**src/rtl/cdr_pkg.sv**
```systemverilog
`timescale 1ns/1ps
package cdr_pkg;

    localparam int unsigned CDR_DEFAULT_OSR    = 8;
    localparam int unsigned CDR_DEFAULT_STAGES = 2;

    // true when v is a non-zero power of two
    function automatic bit cdr_is_pow2(input int unsigned v);
        return (v != 0) && ((v & (v - 1)) == 0);
    endfunction

endpackage

```
**src/rtl/cdr_sync.sv**
```systemverilog
`timescale 1ns/1ps
// Synchronizer chain plus one history flop; a level change gives a one-cycle pulse.
module cdr_sync #(
    parameter int unsigned STAGES = 2
) (
    input  logic clk_i,
    input  logic rst_i,
    input  logic serial_i,
    output logic level_o,
    output logic edge_o
);

    typedef struct packed {
        logic [STAGES-1:0] chain;
        logic              prev;
    } sync_t;

    sync_t st_d, st_q;

    always_comb begin
        st_d       = st_q;
        st_d.chain = {st_q.chain[STAGES-2:0], serial_i};
        st_d.prev  = st_q.chain[STAGES-1];
    end

    always_ff @(posedge clk_i) begin
        if (rst_i) begin
            st_q <= '0;
        end else begin
            st_q <= st_d;
        end
    end

    assign level_o = st_q.chain[STAGES-1];
    assign edge_o  = st_q.chain[STAGES-1] ^ st_q.prev;

endmodule

```
**src/rtl/cdr_phase.sv**
```systemverilog
`timescale 1ns/1ps
// Free-running phase counter, restarted by each edge pulse; registered mid-bit strobe.
module cdr_phase #(
    parameter int unsigned OSR = 8
) (
    input  logic                   clk_i,
    input  logic                   rst_i,
    input  logic                   edge_i,
    output logic [$clog2(OSR)-1:0] phase_o,
    output logic                   take_o,
    output logic                   strobe_o
);

    localparam int unsigned CW   = $clog2(OSR);
    localparam int unsigned HALF = OSR / 2;
    localparam logic [CW-1:0] PRE_HALF = CW'(HALF - 1);

    typedef struct packed {
        logic [CW-1:0] cnt;
        logic          strobe;
    } phase_t;

    phase_t ph_d, ph_q;
    logic   take;

    // a detected edge has priority over the pending sample
    assign take = !edge_i && (ph_q.cnt == PRE_HALF);

    always_comb begin
        ph_d        = ph_q;
        ph_d.strobe = take;
        if (edge_i) begin
            ph_d.cnt = '0;
        end else begin
            ph_d.cnt = ph_q.cnt + CW'(1);   // power-of-two ratio wraps naturally
        end
    end

    always_ff @(posedge clk_i) begin
        if (rst_i) begin
            ph_q <= '0;
        end else begin
            ph_q <= ph_d;
        end
    end

    assign phase_o  = ph_q.cnt;
    assign take_o   = take;
    assign strobe_o = ph_q.strobe;

endmodule

```
**src/rtl/cdr_capture.sv**
```systemverilog
`timescale 1ns/1ps
// Data flop loaded with the synchronized level at the sampling instant.
module cdr_capture (
    input  logic clk_i,
    input  logic rst_i,
    input  logic take_i,
    input  logic level_i,
    output logic bit_o
);

    typedef struct packed {
        logic value;
    } cap_t;

    cap_t cap_d, cap_q;

    always_comb begin
        cap_d = cap_q;
        if (take_i) begin
            cap_d.value = level_i;
        end
    end

    always_ff @(posedge clk_i) begin
        if (rst_i) begin
            cap_q <= '0;
        end else begin
            cap_q <= cap_d;
        end
    end

    assign bit_o = cap_q.value;

endmodule

```
**src/rtl/osr_clock_recovery.sv**
```systemverilog
`timescale 1ns/1ps
module osr_clock_recovery #(
    parameter int unsigned OSR         = cdr_pkg::CDR_DEFAULT_OSR,
    parameter int unsigned SYNC_STAGES = cdr_pkg::CDR_DEFAULT_STAGES
) (
    input  logic clk_i,
    input  logic rst_i,
    input  logic serial_i,
    output logic sample_o,
    output logic data_o
);

    localparam int unsigned CW = $clog2(OSR);

    logic          sync_bit;
    logic          edge_pulse;
    logic [CW-1:0] phase_q;
    logic          take;

    cdr_sync #(.STAGES(SYNC_STAGES)) u_sync (
        .clk_i    (clk_i),
        .rst_i    (rst_i),
        .serial_i (serial_i),
        .level_o  (sync_bit),
        .edge_o   (edge_pulse)
    );

    cdr_phase #(.OSR(OSR)) u_phase (
        .clk_i    (clk_i),
        .rst_i    (rst_i),
        .edge_i   (edge_pulse),
        .phase_o  (phase_q),
        .take_o   (take),
        .strobe_o (sample_o)
    );

    cdr_capture u_capture (
        .clk_i   (clk_i),
        .rst_i   (rst_i),
        .take_i  (take),
        .level_i (sync_bit),
        .bit_o   (data_o)
    );

endmodule

```
**config.mk**
```make
export PLATFORM = sky130hd
export DESIGN_NAME = osr_clock_recovery
export DESIGN_NICKNAME = d
export VERILOG_FILES = /design/src/rtl/cdr_pkg.sv /design/src/rtl/cdr_sync.sv /design/src/rtl/cdr_phase.sv /design/src/rtl/cdr_capture.sv /design/src/rtl/osr_clock_recovery.sv
export SDC_FILE = /design/constraint.sdc
export NUM_CORES = 1
export LEC_CHECK = 0
export ABC_AREA = 1
export CORE_AREA = 2 2 39 41
export CTS_BUF_LIST = sky130_fd_sc_hd__clkbuf_4 sky130_fd_sc_hd__clkbuf_8
export DETAILED_ROUTE_END_ITERATION = 10
export DIE_AREA = 0 0 41 43
export MAX_ROUTING_LAYER = met4
export PLACE_DENSITY = 0.4
export SLEW_MARGIN = 25
export SYNTH_ARGS = -nofsm -noshare
export SYNTH_HDL_FRONTEND = slang
export SYNTH_SLANG_ARGS = --single-unit
```
**constraint.sdc**
```tcl
create_clock -name clk_i -period 1.3 [get_ports clk_i]
set_clock_uncertainty 0.05 [all_clocks]
set_input_delay 0.26 -clock clk_i [delete_from_list [all_inputs] [get_ports clk_i]]
set_output_delay 0.26 -clock clk_i [all_outputs]
set_load 0.02 [all_outputs]
```
==> impl_metrics.yaml <==
critical_path:
  critPathArrivalTime_ns: 0.89
  startpoint_type: "flop"
  cp_num_buf_inv: 1
  path_class: "reg2out"
  crit_fanout: 2
  crit_path_end_kind: "output pin"
  cp_top_family: "buffers and inverters"
  worstPathRequired_ns: 0.99
  max_stage_delay_ns: 0.33
  crit_chain: "dlygate4sd2_1"
  slowest_stage: "dlygate4sd2_1"
global_routing:
  grt_pass1_wl_um: 607
  grtUsageTotal_pct: 5.99
  overflow: 0
  grt_pass1_vias: 167
  grt_start_max_net_pins: 6
  antenna_found_initial: 0
floorplan:
  num_rows: 14
  core-area_mm2: 0.00138
  die-area_mm2: 0.00176
  initial_utilization_pct: 19.6
  die_x_um: 41
  die_h_um: 43
  num_io_pins: 5
timing:
  hold_viol_final: 0
  maxSlewHeadroom_pct: 86.9
  rsz0062_at_grt: "false"
  drv_slew: 0
  max_clock_freq_mhz: 830
  timing.final.crit_share_pct: 92.6
  setup_violations: 0
  setup-tns-final_ns: 0
  period_needed_ns: 1.20
  tightest_slew_ns: 0.195
cts:
  cts_hold_buf: 0
  clkTransAtPathRegs_ns: 0.05
  cts_root_buf: "clkbuf_4"
  cts_setup_buffers: 0
  numCtsBuffers: 3
  cts_resized: 2
  cts.path.max_buffers: 2
  clock_sinks: 8
  cts_max_level: 1
  cts_tree: "yes"
  clock_latency_ns: 0.24
synth:
  synth.distinct_cells: 8
  synth-seq-area-share_pct: 59.0
  synthesis.area_um2: 272
  synth_warnings: 0
  synthTopCellsByArea: "dfxtp_1 59%, nor2_1 11%, ha_1 9.2%"
  syn-instance-count: 31
  synth_nets: 36
  syn_area_per_cell_um2: 8.76
  ys_ff_latch: 8
  synth_top_area_share_pct: 59.0
  synth_top_area_cell: "dfxtp_1"
finish:
  drive_above_1_share_pct: 10.3
  layout_common_cells: "8 x nor2_1, 8 x dfxtp_1, 6 x inv_1"
  antenna_cells: 0
  fin_cells: 55
  area_growth_pct: 32.3
  num-nets-final: 46
placement:
  dp_cells: 52
  hpwl_um: 319
  port_buffers: 4
  place_congestion: 0.583
drt:
  vias_per_cell: 3.49
  drt_pass1_iterations: 2
  drt_iter0_drc: 1
  drc_errors: 0
  ant_nets: 0
  routedWlPerCell_um: 6.76
  vias: 192
  wl_um: 372
min_path:
  hold_path_class: "reg2reg"
power_and_ir_drop:
  ir_drop_uv: 528
  leakagePower_nw: 0.166
  p_per_area_mw_per_mm2: 1330
run_status:
  status: "finished, final reports clean"
flow_run:
  maxCapViolations: 0
==> metrics by stage <==
stage	setup WS [ns]	area [um2]	total power [mW]	util, %	hold slack, ns
finish	0.0957	359	0.476	25.9	0.353
global route	0.0539	359	0.507	25.9	0.393
CTS	0.0762	359	0.491	25.9	0.360
detailed placement	0.0745	339	0.305	24.5	0.351
global placement	0.0910	339	0.302	24.5	0.345
floorplan	0.308	272	0.288	-	0.279
==> power by group <==
part	switching (mW)	internal, mW	total, mW
logic	0.0167	0.0186	0.0353
registers	0.00580	0.258	0.264
clock network	0.0724	0.105	0.177
==> per-layer routing <==
layer	wire [um]	GRT usage, %	vias to the layer above
li1	-	-	109
met4	7	6.00	0
met5	0	-	-
met1	160	5.52	78
met3	20	3.14	2
met2	184	8.13	3
==> cell usage after synthesis <==
cell and n:
inv_1 6, dfxtp_1 8, nand3_1 1, nor2_1 8, nand2_1 4, xnor2_1 1, ha_1 2, a21oi_1 1
==> logic make-up (layout without fill, tap and decap cells) <==
family / after synthesis / count (layout) / share of synthesized area [%]
AO/OA/AOI/OAI: 1 / 1 / 1.84
buffers and inverters: 6 / 14 / 8.29
flip-flops: 8 / 8 / 59.0
adder cells (fa/ha/maj): 2 / 2 / 9.22
AND/OR/NAND/NOR: 13 / 13 / 18.4
XOR/XNOR: 1 / 1 / 3.23
==> cell type report <==
type | count | area [um2]
flip-flops and latches | 8 | 160
inverters | 6 | 22.5
fillers | 151 | 1020
clock buffers | 3 | 22.5
well taps | 16 | 20.0
repair buffers | 5 | 45.0
multi-input cells | 17 | 88.8
==> state kept, by name, indices dropped and copies added, names as in the netlist <==
signal	cells
u_phase.phase_o	3
u_phase.strobe_o	1
u_capture.bit_o	1
u_sync.st_q	1
u_sync.st_d	1
u_sync.level_o	1
==> path summary, 6_finish.rpt <==
| path | slack (ns) | startpoint | cells past startpoint | end |
|---|---|---|---|---|
| worst min-delay path | 0.35 | u_sync.st_d[2]$_SDFF_PP0_ | 2 | u_sync.level_o$_SDFF_PP0_ |
| worst max register to register | 0.25 | u_phase.phase_o[0]$_SDFF_PP0_ | 5 | u_capture.bit_o$_SDFFE_PP0P_ |
| worst max-delay path | 0.1 | u_capture.bit_o$_SDFFE_PP0P_ | 1 | data_o |
| worst min register to register | 0.35 | u_sync.st_d[2]$_SDFF_PP0_ | 2 | u_sync.level_o$_SDFF_PP0_ |
==> worst reg2reg max path, cell delays in order (launching register included) <==
cell     delay, ns
dfxtp_1       0.31
ha_1          0.20
ha_1          0.20
nand2_1       0.07
nand2_1       0.04
a21oi_1       0.11
(Power assumes the default switching activity.)
